<file path="config.mk">
export PLATFORM = sky130hd
export DESIGN_NAME = rxaf_filter
export DESIGN_NICKNAME = d
export VERILOG_FILES = /design/src/rtl/rxaf_pkg.sv /design/src/rtl/rxaf_cfg_regs.sv /design/src/rtl/rxaf_exact_bank.sv /design/src/rtl/rxaf_verdict.sv /design/src/rtl/rxaf_filter.sv
export SDC_FILE = /design/constraint.sdc
export NUM_CORES = 1
export LEC_CHECK = 0
export BUFFER_PORTS_ARGS = -buffer_cell sky130_fd_sc_hd__buf_2
export CORE_MARGIN = 2
export CORE_UTILIZATION = 49
export CTS_CLUSTER_DIAMETER = 30
export DETAILED_ROUTE_END_ITERATION = 8
export PLACE_DENSITY = 0.65
export RECOVER_POWER = 25
export SYNTH_ARGS = -nofsm -noshare
export SYNTH_HDL_FRONTEND = slang
export SYNTH_SLANG_ARGS = --single-unit
</file>
<file path="constraint.sdc">
create_clock -name clk -period 5 [get_ports clk]
set_input_delay 0.5 -clock clk [delete_from_list [all_inputs] [get_ports clk]]
set_output_delay 0.5 -clock clk [all_outputs]
set_load 0.02 [all_outputs]
</file>
<file path="src/rtl/rxaf_pkg.sv">
`timescale 1ns/1ps
package rxaf_pkg;
  localparam int MAC_W     = 48;
  localparam int HASH_W    = 6;
  localparam int HASH_BINS = 1 << HASH_W;
  localparam int WORD_W    = 32;
  localparam int MODE_W    = 4;

  // Mode word layout, MSB first: exact enable, broadcast block, hash enable, accept-all
  typedef struct packed {
    logic exact_en;
    logic bcast_block;
    logic hash_en;
    logic accept_all;
  } mode_t;

  // XOR-fold of all address bits into a bin index; bit n lands in bin bit n mod HASH_W
  function automatic logic [HASH_W-1:0] fold_hash(input logic [MAC_W-1:0] a);
    logic [HASH_W-1:0] h;
    h = '0;
    for (int n = 0; n < MAC_W; n++) begin
      h[n % HASH_W] = h[n % HASH_W] ^ a[n];
    end
    return h;
  endfunction

  function automatic logic is_broadcast(input logic [MAC_W-1:0] a);
    return &a;
  endfunction

  function automatic logic is_group(input logic [MAC_W-1:0] a);
    return a[0];
  endfunction
endpackage

</file>
<file path="src/rtl/rxaf_cfg_regs.sv">
`timescale 1ns/1ps
module rxaf_cfg_regs
  import rxaf_pkg::*;
#(
  parameter int NUM_SLOTS = 8,
  parameter int CFG_AW    = 6,
  parameter int SLOT_BASE = 16
) (
  input  logic                               clk,
  input  logic                               rst_n,
  input  logic                               wr_en,
  input  logic [CFG_AW-1:0]                  wr_addr,
  input  logic [WORD_W-1:0]                  wr_data,
  output mode_t                              mode_q,
  output logic [HASH_BINS-1:0]               hash_q,
  output logic [NUM_SLOTS-1:0][MAC_W-1:0]    slot_q
);
  localparam int HI_W = MAC_W - WORD_W;
  localparam logic [CFG_AW-1:0] MODE_ADDR = CFG_AW'(0);
  localparam logic [CFG_AW-1:0] HLO_ADDR  = CFG_AW'(1);
  localparam logic [CFG_AW-1:0] HHI_ADDR  = CFG_AW'(2);

  logic                 mode_sel, hlo_sel, hhi_sel;
  logic [NUM_SLOTS-1:0] low_sel, high_sel;
  logic                 mapped_wr, unmapped_wr;
  logic [WORD_W-1:0]    stage_q;

  assign mode_sel = wr_en && (wr_addr == MODE_ADDR);
  assign hlo_sel  = wr_en && (wr_addr == HLO_ADDR);
  assign hhi_sel  = wr_en && (wr_addr == HHI_ADDR);

  for (genvar i = 0; i < NUM_SLOTS; i++) begin : g_dec
    assign low_sel[i]  = wr_en && (wr_addr == CFG_AW'(SLOT_BASE + 2*i));
    assign high_sel[i] = wr_en && (wr_addr == CFG_AW'(SLOT_BASE + 2*i + 1));
  end

  assign mapped_wr   = mode_sel | hlo_sel | hhi_sel | (|low_sel) | (|high_sel);
  assign unmapped_wr = wr_en & ~mapped_wr;

  always_ff @(posedge clk or negedge rst_n) begin
    if (!rst_n) begin
      mode_q  <= '0;
      hash_q  <= '0;
      stage_q <= '0;
      slot_q  <= '0;
    end else begin
      if (mode_sel) mode_q <= mode_t'(wr_data[MODE_W-1:0]);
      if (hlo_sel)  hash_q[WORD_W-1:0] <= wr_data;
      if (hhi_sel)  hash_q[HASH_BINS-1:WORD_W] <= wr_data;
      if (|low_sel) stage_q <= wr_data;
      for (int i = 0; i < NUM_SLOTS; i++) begin
        if (high_sel[i]) slot_q[i] <= {wr_data[HI_W-1:0], stage_q};
      end
    end
  end

  for (genvar i = 0; i < NUM_SLOTS; i++) begin : g_chk

    slot_commit_chk: assert property (@(posedge clk) disable iff (!rst_n)
      high_sel[i] |=> slot_q[i] == {$past(wr_data[HI_W-1:0]), $past(stage_q)});

    low_only_stable_chk: assert property (@(posedge clk) disable iff (!rst_n)
      low_sel[i] |=> $stable(slot_q[i]));
  end


  unmapped_ignored_chk: assert property (@(posedge clk) disable iff (!rst_n)
    unmapped_wr |=> $stable(mode_q) && $stable(hash_q) && $stable(slot_q));
endmodule

</file>
<file path="src/rtl/rxaf_exact_bank.sv">
`timescale 1ns/1ps
module rxaf_exact_bank
  import rxaf_pkg::*;
#(
  parameter int NUM_SLOTS = 8
) (
  input  logic [MAC_W-1:0]                 cand,
  input  logic [NUM_SLOTS-1:0][MAC_W-1:0]  slot_q,
  output logic [NUM_SLOTS-1:0]             hit_vec
);
  for (genvar i = 0; i < NUM_SLOTS; i++) begin : g_cmp
    assign hit_vec[i] = (cand == slot_q[i]);
  end
endmodule

</file>
<file path="src/rtl/rxaf_verdict.sv">
`timescale 1ns/1ps
module rxaf_verdict
  import rxaf_pkg::*;
#(
  parameter int NUM_SLOTS = 8
) (
  input  mode_t                  mode,
  input  logic [HASH_BINS-1:0]   hash_bits,
  input  logic [NUM_SLOTS-1:0]   hit_vec,
  input  logic [MAC_W-1:0]       cand,
  output logic                   accept,
  output logic                   bc_seen,
  output logic                   exact_path,
  output logic                   grp_seen
);
  logic [HASH_W-1:0] bin_idx;
  logic              hash_path, bcast_path;

  assign bin_idx    = fold_hash(cand);
  assign bc_seen    = is_broadcast(cand);
  assign grp_seen   = is_group(cand) && !bc_seen;
  assign exact_path = mode.exact_en && (|hit_vec);
  assign hash_path  = mode.hash_en && grp_seen && hash_bits[bin_idx];
  assign bcast_path = bc_seen && !mode.bcast_block;
  assign accept     = mode.accept_all | exact_path | hash_path | bcast_path;
endmodule

</file>
<file path="src/rtl/rxaf_filter.sv">
`timescale 1ns/1ps
module rxaf_filter
  import rxaf_pkg::*;
#(
  parameter int NUM_SLOTS = 8,
  parameter int CFG_AW    = 6,
  parameter int SLOT_BASE = 16
) (
  input  logic              clk,
  input  logic              rst_n,
  input  logic              cfg_wr_en,
  input  logic [CFG_AW-1:0] cfg_wr_addr,
  input  logic [31:0]       cfg_wr_data,
  input  logic              da_valid,
  input  logic [47:0]       da_addr,
  output logic              dec_valid,
  output logic              dec_accept
);
  mode_t                            mode_q;
  logic [HASH_BINS-1:0]             hash_q;
  logic [NUM_SLOTS-1:0][MAC_W-1:0]  slot_q;
  logic [NUM_SLOTS-1:0]             hit_vec;
  logic                             s1_valid;
  logic [MAC_W-1:0]                 s1_addr;
  logic                             accept_now, bc_seen, exact_path, grp_seen;

  rxaf_cfg_regs #(.NUM_SLOTS(NUM_SLOTS), .CFG_AW(CFG_AW), .SLOT_BASE(SLOT_BASE)) u_regs (
    .clk(clk), .rst_n(rst_n), .wr_en(cfg_wr_en), .wr_addr(cfg_wr_addr),
    .wr_data(cfg_wr_data), .mode_q(mode_q), .hash_q(hash_q), .slot_q(slot_q)
  );

  // Stage 1: capture the address
  always_ff @(posedge clk or negedge rst_n) begin
    if (!rst_n) begin
      s1_valid <= 1'b0;
      s1_addr  <= '0;
    end else begin
      s1_valid <= da_valid;
      if (da_valid) s1_addr <= da_addr;
    end
  end

  rxaf_exact_bank #(.NUM_SLOTS(NUM_SLOTS)) u_bank (
    .cand(s1_addr), .slot_q(slot_q), .hit_vec(hit_vec)
  );

  rxaf_verdict #(.NUM_SLOTS(NUM_SLOTS)) u_verdict (
    .mode(mode_q), .hash_bits(hash_q), .hit_vec(hit_vec), .cand(s1_addr),
    .accept(accept_now), .bc_seen(bc_seen), .exact_path(exact_path), .grp_seen(grp_seen)
  );

  // Stage 2: register the verdict
  always_ff @(posedge clk or negedge rst_n) begin
    if (!rst_n) begin
      dec_valid  <= 1'b0;
      dec_accept <= 1'b0;
    end else begin
      dec_valid  <= s1_valid;
      dec_accept <= s1_valid && accept_now;
    end
  end


  stage1_follow_chk: assert property (@(posedge clk) disable iff (!rst_n)
    da_valid |=> s1_valid);

  verdict_follow_chk: assert property (@(posedge clk) disable iff (!rst_n)
    s1_valid |=> dec_valid);

  no_spurious_verdict_chk: assert property (@(posedge clk) disable iff (!rst_n)
    !s1_valid |=> !dec_valid && !dec_accept);

  accept_all_chk: assert property (@(posedge clk) disable iff (!rst_n)
    s1_valid && mode_q.accept_all |=> dec_accept);

  bcast_block_chk: assert property (@(posedge clk) disable iff (!rst_n)
    s1_valid && bc_seen && mode_q.bcast_block && !mode_q.accept_all && !exact_path
    |=> !dec_accept);

  unicast_gate_chk: assert property (@(posedge clk) disable iff (!rst_n)
    s1_valid && !grp_seen && !bc_seen && !mode_q.accept_all && !exact_path
    |=> !dec_accept);
endmodule

</file>
==> results of run 1 <==
final timing paths:
kind / startpoint / endpoint / slack [ns] / cells past startpoint
worst min register to register: s1_valid / dec_valid / 0.46 / 0
min in group asynchronous: rst_n / u_regs.slot_q[117] / 1.45 / 2
worst max-delay path: cfg_wr_en / u_regs.slot_q[276] / 1.40 / 6
worst min-delay path: da_addr[27] / s1_addr[27] / 0.07 / 2
max in group asynchronous: rst_n / u_regs.hash_q[41] / 1.46 / 3
worst max register to register: s1_addr[42] / dec_accept / 1.45 / 9
routing by layer:
| layer | vias up | track usage |
|---|---|---|
| met1 | 8737 | 0.432 |
| met4 | 2 | 0.139 |
| li1 | 6820 | - |
| met5 | - | 0 |
| met2 | 648 | 0.496 |
| met3 | 168 | 0.0641 |
registers in the layout, indices dropped and copies added, names as in the netlist:
signal,cells
dec_accept,1
dec_valid,1
s1_addr,48
s1_valid,1
u_regs.hash_q,64
u_regs.mode_q,4
u_regs.slot_q,384
u_regs.stage_q,32
worst register-to-register path, stage by stage, from the launching register on:
cell      delay, ns
dfrtp_1        0.72
xor2_1         0.43
xnor2_1        0.18
xnor2_2        0.67
buf_4          0.31
mux2_2         0.35
o221ai_1       0.19
o211ai_1       0.13
a311oi_1       0.35
o31ai_1        0.10
timing repair:
action / CTS / global route
hold endpoints to repair: 10 / 0
hold buffers: 1 / 0
setup endpoints to repair: 0 / 0
power breakdown:
part | switching [mW] | total [mW] | internal (mW)
sequential | 0.823 | 5.76 | 4.94
combinational | 1.26 | 2.54 | 1.28
clock | 2.42 | 7.93 | 5.51
cell families (layout without fill, tap and decap cells):
kind of cell	count (synthesis)	count (layout)	share of synthesized area
simple gates	179	179	0.0431
xor+xnor	426	426	0.148
flops	535	535	0.530
compound gates	20	20	0.00619
buf+inv	124	359	0.0195
other cells	0	3	0
mux	563	563	0.253
synthesized netlist by cell type, drive strengths merged, types with 2 or more instances:
| cell type | number | area share |
|---|---|---|
| mux2 | 537 | 0.24 |
| dfrtp | 535 | 0.53 |
| xnor2 | 228 | 0.079 |
| xor2 | 198 | 0.069 |
| nand4 | 74 | 0.018 |
| buf | 69 | 0.011 |
| nor4 | 63 | 0.016 |
| clkbuf | 54 | 0.0080 |
| mux2i | 19 | 0.0075 |
| nor2 | 8 | 0.0012 |
| nor3 | 8 | 0.0016 |
| mux4 | 7 | 0.0062 |
| a31oi | 5 | 0.0012 |
| nand2 | 5 | 0.00074 |
| nand2b | 4 | 0.00099 |
| nor3b | 4 | 0.0012 |
| a221oi | 3 | 0.0010 |
| nand3b | 3 | 0.00089 |
| nor2b | 3 | 0.00074 |
| nand3 | 2 | 0.00040 |
| o211ai | 2 | 0.00059 |
| o221ai | 2 | 0.00069 |
| or2 | 2 | 0.00050 |
metrics by stage:
step	power, mW	std cells	setup slack (ns)	hold slack (ns)	util
2_1_floorplan	7.24	1847	2.63	0.204	-
3_3_place_gp	8.24	2544	1.53	0.462	0.520
3_5_place_dp	8.30	2544	1.47	0.443	0.520
4_1_cts	16.3	2762	1.45	0.0460	0.601
5_1_grt	16.7	2762	0.847	0.0647	0.600
6_report	16.2	2765	1.40	0.0722	0.600
final cells by class:
class,count,area (µm²),area share
antenna,3,7.51,0.000245
clock buffer,167,3450,0.113
clock inverter,50,672,0.0219
inverter,1,3.75,0.000122
multi-input combinational,1188,11400,0.373
sequential,535,13400,0.437
tap,680,851,0.0278
timing repair buffer,141,862,0.0281
==> impl_metrics.env, run 1 <==
export IMPL_final_cell_mix="mux2_2, dfrtp_1, xnor2_1"
export IMPL_rows=83
export IMPL_clock_skew_ns=0.0188
export IMPL_worst_pin_slew_ns=3.40
export IMPL_grt_max_degree=120
export IMPL_maxUsedRoutingLayer="met5"
export IMPL_synth_edf_count=0
export IMPL_slew_headroom=-1.27
export IMPL_fin_setup_tns_ns=0
export IMPL_final_area_um2=30700
export IMPL_crit_fanout=48
export IMPL_dr_total_vias=16400
export IMPL_syn_to_final_growth_pct=21.4
export IMPL_drive_gt1_frac=0.423
export IMPL_cp_end_kind="flip-flop"
export IMPL_hold_path_class="in2reg"
export IMPL_clock_fmax_mhz=278
export IMPL_setup_viol=0
export IMPL_post_cts_resized=0
export IMPL_yosys_warnings=0
export IMPL_cts_sinks=535
export IMPL_worstPathArrival_ns=4.12
export IMPL_cp_slowest_cell="clkbuf_1"
export IMPL_worstPathCellList="buf_2 > nor2b_1 > and4_1 > nand3b_1 > clkbuf_1 > mux2_2"
export IMPL_die_h_um=231
export IMPL_wl_met2_um=38500
export IMPL_required_ns=5.52
export IMPL_cts_tree="built"
export IMPL_ios=92
export IMPL_layout_commonest_cell="mux2_2"
export IMPL_hold_viol=0
export IMPL_syn_avg_cell_area_um2=13.7
export IMPL_clockRootBuffer="clkbuf_16"
export IMPL_gr_total_overflow=0
export IMPL_core_area_um2=51100
export IMPL_ir_drop_mv=0.330
export IMPL_post_route_drc_count=0
export IMPL_drv_slew=227
export IMPL_cts_htree_levels=3
export IMPL_finalNetCount=2076
export IMPL_postCtsSetupRepairBufs=0
export IMPL_insertion_delay_ns=0.66
export IMPL_p_leak_nw=14.1
export IMPL_synth_seq_area_share=0.530
export IMPL_drv_cap=5
export IMPL_startpoint_type="input port"
export IMPL_synth_fp_nets=1937
export IMPL_wire_per_inst_um=30.0
export IMPL_synth_cell_types=40
export IMPL_wl_met3_um=6150
export IMPL_cts_buffers_inserted=119
export IMPL_postRouteAntennaNets=0
export IMPL_fin_crit_ns=3.60
export IMPL_critical_path_top_delay_family="buffers and inverters"
export IMPL_violations="capacitance limit, slew limit"
export IMPL_cts_max_path_buffers=3
export IMPL_drtPass1Iterations=5
export IMPL_place_area_um2=26600
export IMPL_netlist_instances=1847
export IMPL_grt_pass1_wl_um=121000
export IMPL_portBuffers=91
export IMPL_gp_congestion=0.950
export IMPL_fillers=4059
export IMPL_dieArea_um2=53400
export IMPL_first_iter_violations=1414
export IMPL_die_width_um=231
export IMPL_outcome="finished, violations left"
export IMPL_final_period_utilization=0.720
export IMPL_path_clk_slew_ns=0.05
export IMPL_critPathBufInv=2
export IMPL_critPathMaxStageDelay_ns=2.39
export IMPL_first_global_vias=16900
export IMPL_wl_um=83000
export IMPL_antenna_found_initial=7
export IMPL_track_usage=0.318
export IMPL_synth_top_flop_cell="dfrtp_1"
export IMPL_path_class="in2reg"
export IMPL_start_util=0.494
export IMPL_drt_met1_wl_um=34800
export IMPL_avgViaCountPerCell=5.92
export IMPL_post_dp_hpwl_um=54800
export IMPL_ys_ff_latch=535
export IMPL_netlist_area_um2=25300
export IMPL_rsz0062_at_grt="false"
export IMPL_p_per_area_nw_per_um2=529
export IMPL_postSynth_asyncResetShare=1.00
Power figures use the tool's default switching activity.
==> run 2: changes to the inputs <==
--- a/config.mk
+++ b/config.mk
@@ -10,7 +10,7 @@
 export CORE_UTILIZATION = 49
 export CTS_CLUSTER_DIAMETER = 30
 export DETAILED_ROUTE_END_ITERATION = 8
-export PLACE_DENSITY = 0.65
+export PLACE_DENSITY = 0.68
 export RECOVER_POWER = 25
 export SYNTH_ARGS = -nofsm -noshare
 export SYNTH_HDL_FRONTEND = slang
==> constraint.sdc (replaced) <==
create_clock -name clk -period 3.1 [get_ports clk]
set_input_delay 0.31 -clock clk [delete_from_list [all_inputs] [get_ports clk]]
set_output_delay 0.31 -clock clk [all_outputs]
set_load 0.02 [all_outputs]
==> run 2 against run 1 <==
Compared with the run above:
- the run still ends with capacitance limit, slew limit left
- register-to-register slack got worse by 1.2 ns
- total power increased by 62%
- first-iteration DRC count increased by 16%
- utilization increased by 2.3 points
- via count increased by 3.5%
- combinational power increased by 75%
- cell area increased by 3.8%
- setup slack got worse by 1.2 ns
==> impl_metrics.env, run 2 (synthesized netlist as in run 1, its figures left out) <==
export IMPL_worstPathArrival_ns=3.41
export IMPL_post_route_drc_count=0
export IMPL_postCtsSetupRepairBufs=0
export IMPL_p_switching_mw=7.49
export IMPL_layout_commonest_cell="dfrtp_1"
export IMPL_cts_tree="built"
export IMPL_antenna_diode_count=0
export IMPL_insertion_delay_ns=0.66
export IMPL_cts_htree_levels=3
export IMPL_grt_max_degree=86
export IMPL_hold_ws_ns=0.155
export IMPL_clockRootBuffer="clkbuf_16"
export IMPL_wire_per_inst_um=29.0
export IMPL_outcome="finished, violations left"
export IMPL_required_ns=3.63
export IMPL_p_per_area_nw_per_um2=826
export IMPL_path_clk_slew_ns=0.05
export IMPL_cts_max_path_buffers=3
export IMPL_die_h_um=231
export IMPL_seqPwrFrac=0.346
export IMPL_clockPowerShare=0.485
export IMPL_drv_cap=3
export IMPL_p_sw_frac=0.285
export IMPL_gr_usage_met3=0.0602
export IMPL_drtPass1Iterations=5
export IMPL_final_cell_mix="dfrtp_1, mux2_2, xnor2_1"
export IMPL_dr_total_vias=17000
export IMPL_startpoint_type="flip-flop"
export IMPL_total_power_mw=26.3
export IMPL_setup_viol=0
export IMPL_hold_path_class="in2reg"
export IMPL_portBuffers=91
export IMPL_post_dp_hpwl_um=53500
export IMPL_gp_congestion=0.907
export IMPL_grt_use_met2=0.501
export IMPL_place_ws_ns=-0.0254
export IMPL_path_class="reg2reg"
export IMPL_grt_pass1_wl_um=122000
export IMPL_core_area_um2=51100
export IMPL_first_iter_violations=1641
export IMPL_gr_total_overflow=0
export IMPL_intPower_mw=18.8
export IMPL_combPwrFrac=0.169
export IMPL_ios=92
export IMPL_start_util=0.494
export IMPL_cp_end_kind="flip-flop"
export IMPL_fin_util=0.623
export IMPL_dieArea_um2=53400
export IMPL_drive_gt1_frac=0.428
export IMPL_fin_setup_tns_ns=0
export IMPL_die_width_um=231
export IMPL_crit_fanout=13
export IMPL_rsz0062_at_grt="false"
export IMPL_finalNetCount=2185
export IMPL_drv_slew=151
export IMPL_postRouteAntennaNets=0
export IMPL_cp_common_cell="xnor2_1"
export IMPL_syn_to_final_growth_pct=26.0
export IMPL_final_period_utilization=0.929
export IMPL_setup_ws_ns=0.221
export IMPL_slew_headroom=-0.638
export IMPL_critPathMaxStageDelay_ns=0.54
export IMPL_cts_buffers_inserted=116
export IMPL_ir_drop_mv=0.543
export IMPL_cts_sinks=535
export IMPL_worstPathCellList="xnor2_1 > xnor2_1 > xnor2_4 > buf_4 > mux4_2 > mux2i_1 > nor3_1 > a311oi_1 > o31ai_1"
export IMPL_first_global_vias=17500
export IMPL_clock_skew_ns=0.0271
export IMPL_violations="capacitance limit, slew limit"
export IMPL_gr_usage_met1=0.435
export IMPL_track_usage=0.319
export IMPL_grt_busiest_layer="met2"
export IMPL_avgViaCountPerCell=5.89
export IMPL_largest_register_ffs=384
export IMPL_hold_viol=0
export IMPL_antenna_found_initial=5
export IMPL_clock_fmax_mhz=347
export IMPL_wl_um=83500
export IMPL_worst_pin_slew_ns=2.46
export IMPL_cp_slowest_cell="xnor2_4"
export IMPL_p_leak_nw=14.7
export IMPL_fin_crit_ns=2.88
export IMPL_largest_register="u_regs.slot_q"
export IMPL_reg_largest_list="u_regs.slot_q (384), u_regs.hash_q (64), s1_addr (48)"
export IMPL_rows=83
## run 2: cell types whose count changed in the layout (fill, tap and decap cells not counted), sizes merged
cell / change
buf: +51
clkinvlp: +9
dlygate4sd3: +64
diode: -3
clkinv: +16
clkbuf: -26
bufinv: +2
## run 2: final timing paths
path,slack (ns),end,start,cells past startpoint
max in group asynchronous,0.47,u_regs.slot_q[321],rst_n,3
min in group asynchronous,0.97,u_regs.stage_q[7],rst_n,2
setup reg to reg,0.22,dec_accept,s1_addr[12],9
hold reg to reg,0.46,dec_valid,s1_valid,0
hold / removal,0.16,u_regs.mode_q[3],cfg_wr_addr[1],3
setup / recovery,0.22,dec_accept,s1_addr[12],9
## run 2: power groups by stage
stage / sequential, mW / combinational (mW) / clock [mW]
floorplan: 8.63 / 3.04 / 0
global placement: 9.10 / 4.19 / 0
detailed placement: 9.14 / 4.28 / 0
CTS: 9.05 / 4.40 / 12.8
global route: 9.17 / 4.75 / 13.2
finish: 9.09 / 4.44 / 12.8
## run 2: critical path, delay by kind of cell, from the launching register on
kind                      cells  cell delay [ns]
buffers and inverters         1             0.25
DFF                           1             0.38
muxes                         2             0.63
AOI/OAI and AO/OA             2             0.45
xor gates and xnor gates      3             0.99
and+or+nand+nor               1             0.06
## run 2: per-layer routing
layer  part of all wire  vias to the layer above  wire length [µm]
met4              0.046                        2              3820
met2               0.46                      776             38600
met3              0.078                      206              6530
met1               0.41                     8924             34500
li1                   -                     7043                 -
met5            0.00018                        -                15
## run 2: what timing repair did
action                                  4_1_cts  5_1_grt
hold buffers                                 65        0
resized for setup                             1        2
endpoints found under the setup margin        1        1
endpoints found under the hold margin       169        0
## run 2: layout make-up
cell class / count / area, µm²
Fill cell: 3917 / 19300
Sequential cell: 535 / 13400
Multi-Input combinational cell: 1188 / 11500
Clock buffer: 144 / 3140
Timing Repair Buffer: 253 / 2000
Clock inverter: 77 / 976
Tap cell: 680 / 851
Inverter: 1 / 3.75
## run 2: per-stage QoR
stage	instances	area, µm²
floorplan	1847	25300
global placement	2592	27100
detailed placement	2592	27100
CTS	2878	31800
global route	2878	31800
finish	2878	31800
